### src/rtl/irq_prio_pkg.sv
package irq_prio_pkg;
  localparam int SRC_PER_CH = 3;
  typedef enum logic [1:0] {SRC_TX = 2'd0, SRC_RX = 2'd1, SRC_EXT = 2'd2} src_kind_e;
endpackage

### src/rtl/irq_prio_pick.sv
// Isolates the lowest set bit (highest priority) of a request vector.
module irq_prio_pick #(
  parameter int W = 6
) (
  input  logic [W-1:0] vec,
  output logic [W-1:0] oh
);
  assign oh = vec & (~vec + W'(1));
endmodule

### src/rtl/irq_src_cell.sv
// Enable, pending and under-service state of one interrupt source.
module irq_src_cell (
  input  logic clk,
  input  logic rst,
  input  logic en_we,
  input  logic en_d,
  input  logic evt,
  input  logic take,
  input  logic clr,
  output logic en_q,
  output logic pend_q,
  output logic ius_q,
  output logic pend_n,
  output logic ius_n
);
  // Events are gated by the enable held before any same-cycle write.
  assign pend_n = (pend_q | (evt & en_q)) & ~take;
  assign ius_n  = (ius_q & ~clr) | take;

  always_ff @(posedge clk) begin
    if (rst) begin
      en_q   <= 1'b0;
      pend_q <= 1'b0;
      ius_q  <= 1'b0;
    end else begin
      if (en_we) en_q <= en_d;
      pend_q <= pend_n;
      ius_q  <= ius_n;
    end
  end
endmodule

### src/rtl/irq_daisy_ctrl.sv
module irq_daisy_ctrl
  import irq_prio_pkg::*;
#(
  parameter int N_CH = 2,
  localparam int NSRC = N_CH * SRC_PER_CH,
  localparam int ID_W = (NSRC > 1) ? $clog2(NSRC) : 1
) (
  input  logic            clk,
  input  logic            rst,
  input  logic            en_we,
  input  logic [NSRC-1:0] en_d,
  input  logic [NSRC-1:0] evt,
  input  logic            iei,
  input  logic            ack_hw,
  input  logic            ack_sw,
  input  logic            eoi_hi,
  input  logic [NSRC-1:0] eos_mask,
  output logic            int_n,
  output logic            ieo,
  output logic [NSRC-1:0] pend_rd,
  output logic            ack_valid,
  output logic [ID_W-1:0] ack_id
);
  logic [NSRC-1:0] en_q, pend_q, ius_q, pend_n, ius_n;
  logic [NSRC-1:0] blk, req, blk_n, req_n;
  logic [NSRC-1:0] win_oh, hi_oh, take, clr;
  logic [ID_W-1:0] win_idx;
  logic            ack_go;

  // Under-service masks: bit i is blocked by any under-service flag at 0..i.
  assign blk[0]   = ius_q[0];
  assign blk_n[0] = ius_n[0];
  for (genvar i = 1; i < NSRC; i++) begin : g_mask
    assign blk[i]   = blk[i-1] | ius_q[i];
    assign blk_n[i] = blk_n[i-1] | ius_n[i];
  end

  assign req   = pend_q & ~blk;
  assign req_n = pend_n & ~blk_n;

  irq_prio_pick #(.W(NSRC)) u_win (.vec(req),   .oh(win_oh));
  irq_prio_pick #(.W(NSRC)) u_hi  (.vec(ius_q), .oh(hi_oh));

  always_comb begin
    win_idx = '0;
    for (int i = 0; i < NSRC; i++)
      if (win_oh[i]) win_idx = ID_W'(i);
  end

  assign ack_go = (ack_hw | ack_sw) & iei & (|req);
  assign take   = ack_go ? win_oh : '0;
  assign clr    = eos_mask | (eoi_hi ? hi_oh : '0);

  for (genvar i = 0; i < NSRC; i++) begin : g_src
    irq_src_cell u_cell (
      .clk    (clk),
      .rst    (rst),
      .en_we  (en_we),
      .en_d   (en_d[i]),
      .evt    (evt[i]),
      .take   (take[i]),
      .clr    (clr[i]),
      .en_q   (en_q[i]),
      .pend_q (pend_q[i]),
      .ius_q  (ius_q[i]),
      .pend_n (pend_n[i]),
      .ius_n  (ius_n[i])
    );
  end

  always_ff @(posedge clk) begin
    if (rst) begin
      int_n     <= 1'b1;
      ack_valid <= 1'b0;
      ack_id    <= '0;
    end else begin
      int_n     <= ~(iei & (|req_n));
      ack_valid <= ack_go;
      if (ack_go) ack_id <= win_idx;
    end
  end

  assign ieo     = iei & ~(|pend_q) & ~(|ius_q);
  assign pend_rd = pend_q;
endmodule

### config.mk
export PLATFORM = sky130hd
export DESIGN_NAME = irq_daisy_ctrl
export DESIGN_NICKNAME = d
export VERILOG_FILES = /design/src/rtl/irq_prio_pkg.sv /design/src/rtl/irq_prio_pick.sv /design/src/rtl/irq_src_cell.sv /design/src/rtl/irq_daisy_ctrl.sv
export SDC_FILE = /design/constraint.sdc
export NUM_CORES = 1
export LEC_CHECK = 0
export BUFFER_PORTS_ARGS = -buffer_cell sky130_fd_sc_hd__buf_2
export CAP_MARGIN = 20
export CORE_ASPECT_RATIO = 1.5
export CORE_MARGIN = 3
export CORE_UTILIZATION = 45
export CTS_CLUSTER_SIZE = 10
export DETAILED_ROUTE_END_ITERATION = 6
export PLACE_DENSITY_LB_ADDON = 0.15
export SYNTH_ARGS = -nofsm -noshare
export SYNTH_HDL_FRONTEND = slang
export SYNTH_HIERARCHICAL = 1
export SYNTH_SLANG_ARGS = --single-unit
### constraint.sdc
create_clock -name clk -period 3.4 [get_ports clk]
set_clock_uncertainty 0.1 [all_clocks]
set_input_delay 0.34 -clock clk [delete_from_list [all_inputs] [get_ports clk]]
set_output_delay 0.34 -clock clk [all_outputs]
set_load 0.005 [all_outputs]
==> impl_metrics.yaml <==
floorplan:
  rows: 24
  die_x_um: 51.91
  die_h_um: 74.86
  dieArea_um2: 3886
  initial_utilization_pct: 47.85
  io_pins: 37
  design.core.area_um2: 2973
critical_path:
  setup.worst_path.start: "g_src[0].u_cell/ius_q"
  worst_r2r_endpoint: "int_n"
  worst_r2r_path_depth: 11
  crit_buf_inv: 3
  critPathTopFamily: "simple AND/OR/NAND/NOR gates"
  crit_path_cell_trace: "nor4_4, and2_2, nor4b_1, inv_1, a21oi_1, inv_2, nand2_1, inv_1, a2111oi_0, o31ai_1, o211ai_1"
  cp_slowest_cell: "dfxtp_1"
  crit_arrival_ns: 2.94
  r2r_setup_slack_ns: 0.56
  crit_required_ns: 3.50
  critPathKind: "reg2reg"
  cp-end-kind: "flop"
  critPathCapture: "int_n"
  cp_common_cell: "inv_1"
  r2r_start: "g_src[0].u_cell/ius_q"
  start_kind: "flop"
  path_max_fanout: 12
  slowest_delay_ns: 0.46
  path_depth: 11
clock_network:
  tritoncts: "built"
  cts_buffer_depth: 2
  clock_latency_ns: 0.27
  path_clk_slew_ns: 0.08
  cts_setup_buffers: 0
  h-tree-depth: 1
  root_buffer: "clkbuf_8"
  ctsHoldBuffers: 0
  cts_resized: 0
  cts.sinks: 23
  tritoncts.num_buffers: 3
sta:
  slew-limit-headroom_pct: 52.88
  fin_crit_ns: 2.844
  rsz0062_at_grt: "false"
  setup_viol: 0
  holdWs_ns: 0.2057
  finalSetupTns_ns: 0
  setup_slack_ns: 0.5557
  slew_viol_final: 0
  post-route-period-util_pct: 83.66
  fmax_mhz: 351.6
  hold_viol_final: 0
  tightestPinTransition_ns: 0.6970
synthesis:
  synth_edf_count: 0
  ys.flop_type: "dfxtp_1"
  synth_area_leaders: "dfxtp_1 32%, a21oi_2 7.4%, nand2b_4 5.8%, nor3_2 4.9%, mux2i_1 4.2%"
  synth_cells: 150
  yosysSeqAreaShare_pct: 32.37
  syn_nets: 175
  avgSynthCellArea_um2: 9.484
  ys_ff_latch: 23
  synth_cell_types: 40
  ys_warn_count: 6
  yosysTopAreaCell: "dfxtp_1"
  yosys-top-cells-count: "23 x dfxtp_1, 13 x nor2_1, 12 x a21oi_2"
  async_reset_ff_share_pct: 0
  synth_most_common_cell: "dfxtp_1"
  synth_area_um2: 1423
  synth_top_area_share_pct: 32.37
pwr:
  net-switching-power_mw: 0.1576
  p_seq_share_pct: 51.3
  pwr-share-comb_pct: 18.7
  intPower_mw: 0.4171
  p_leak_nw: 0.7925
  swShare_pct: 27.42
  p_clk_share_pct: 30.0
  finalPower_mw: 0.5747
  power.ir.vdd_worst_v: 0.0002790
  power_density_nw_per_um2: 341.5
detailed_routing:
  drt_iter0_markers: 32
  vias: 1234
  post_drt_wl_per_cell_um: 14.50
  antenna_left: 0
  drc: 0
  route.met2.wl_mm: 1.709
  dr.pass1.iters: 4
  dr.max_layer_used: "met4"
  drt_wl_total_mm: 3.292
  route.met3.wl_um: 164
  viasPerCell: 5.436
  wl_met1_mm: 1.329
finish:
  area_growth_pct: 18.29
  fin_area_um2: 1683
  final_nets: 214
  antenna_cells: 0
  final_util_pct: 56.61
  drive_gt1_share_pct: 44.68
  instances_no_fill: 227
outcome:
  outcome: "complete, no violations"
global_routing:
  grt_pass1_vias: 1184
  antenna_found_initial: 0
  grt_pass1_wl_mm: 5.271
  grt_start_max_net_pins: 25
  track_usage_pct: 18.11
  overflow: 0
hold_path:
  min_path_cells: 3
  worstHoldPathType: "in2reg"
placement:
  port_buffers: 36
  dpl.cell_count: 223
  gp_congestion: 0.8132
  hpwl_mm: 2.668
  dpl_cell_area_um2: 1637
  place_ws_ns: 0.6438
flow_run:
  max_cap_violations: 0
[worst min path at each step]
stage               startpoint               endpoint
global placement     ack_id[1]              ack_id[1]
global route           en_d[0]   g_src[0].u_cell/en_q
finish                 en_d[2]   g_src[2].u_cell/en_q
detailed placement   ack_id[1]              ack_id[1]
CTS                    en_d[2]   g_src[2].u_cell/en_q
floorplan                  rst  g_src[0].u_cell/ius_q
[worst min-delay path, cell delays in order]
cell and delay, ns:
buf_2 0.07, mux2i_1 0.05, nor2_1 0.07
[layout make-up]
class,count,area (µm²)
Tap cell,39,48.80
Sequential cell,23,460.4
Timing Repair Buffer,36,180.2
Clock buffer,3,41.29
Fill cell,272,1290
Multi-Input combinational cell,113,902.1
Clock inverter,1,5.005
Inverter,12,45.04
[logic make-up after synthesis]
kind of cell | count (synthesis) | share of synthesized area [%]
simple gates | 70 | 36.50
compound gates | 37 | 22.69
mux | 6 | 4.222
buf+inv | 14 | 4.221
flops | 23 | 32.37
[registers in the layout (all words and copies together), names as in the netlist]
name / cells
g_src.u_cell/en_q: 6
ack_id: 3
int_n: 1
g_src.u_cell/ius_q: 6
ack_valid: 1
g_src.u_cell/pend_q: 6
[power by group through the flow]
| stage | Combinational (mW) | Sequential [mW] | Clock, mW |
|---|---|---|---|
| finish | 0.108 | 0.295 | 0.172 |
| global route | 0.119 | 0.296 | 0.184 |
| CTS | 0.109 | 0.295 | 0.175 |
| detailed placement | 0.108 | 0.301 | 0 |
| global placement | 0.106 | 0.300 | 0 |
| floorplan | 0.0661 | 0.299 | 0 |
[placed cells by master, fill, tap and decap left out, types with 2 or more instances in the layout]
cell type  Yosys  routed
nor2b_1        4       4
and2_2         3       3
inv_1          6       6
nand2b_4       6       6
nor3b_1        6       6
nor4_2         2       2
o311ai_4       2       2
and3b_1        2       2
a21o_1         6       6
dfxtp_1       23      23
and2_1         6       6
a21oi_1        6       6
nor2_1        13      13
mux2i_1        6       6
nor3_1         2       2
buf_2          0      36
clkbuf_8       0       3
nand2_1        7       7
inv_2          6       6
nor4b_1        4       4
nor3_2         7       7
a21oi_2       12      12
[metal layers]
metal / global-route usage, % / vias to the layer above
met5: 0 / -
met4: 9.329 / 0
met3: 2.376 / 9
met2: 32.17 / 36
met1: 20.84 / 579
li1: - / 610
No activity file was read; power rests on OpenSTA's default activity.
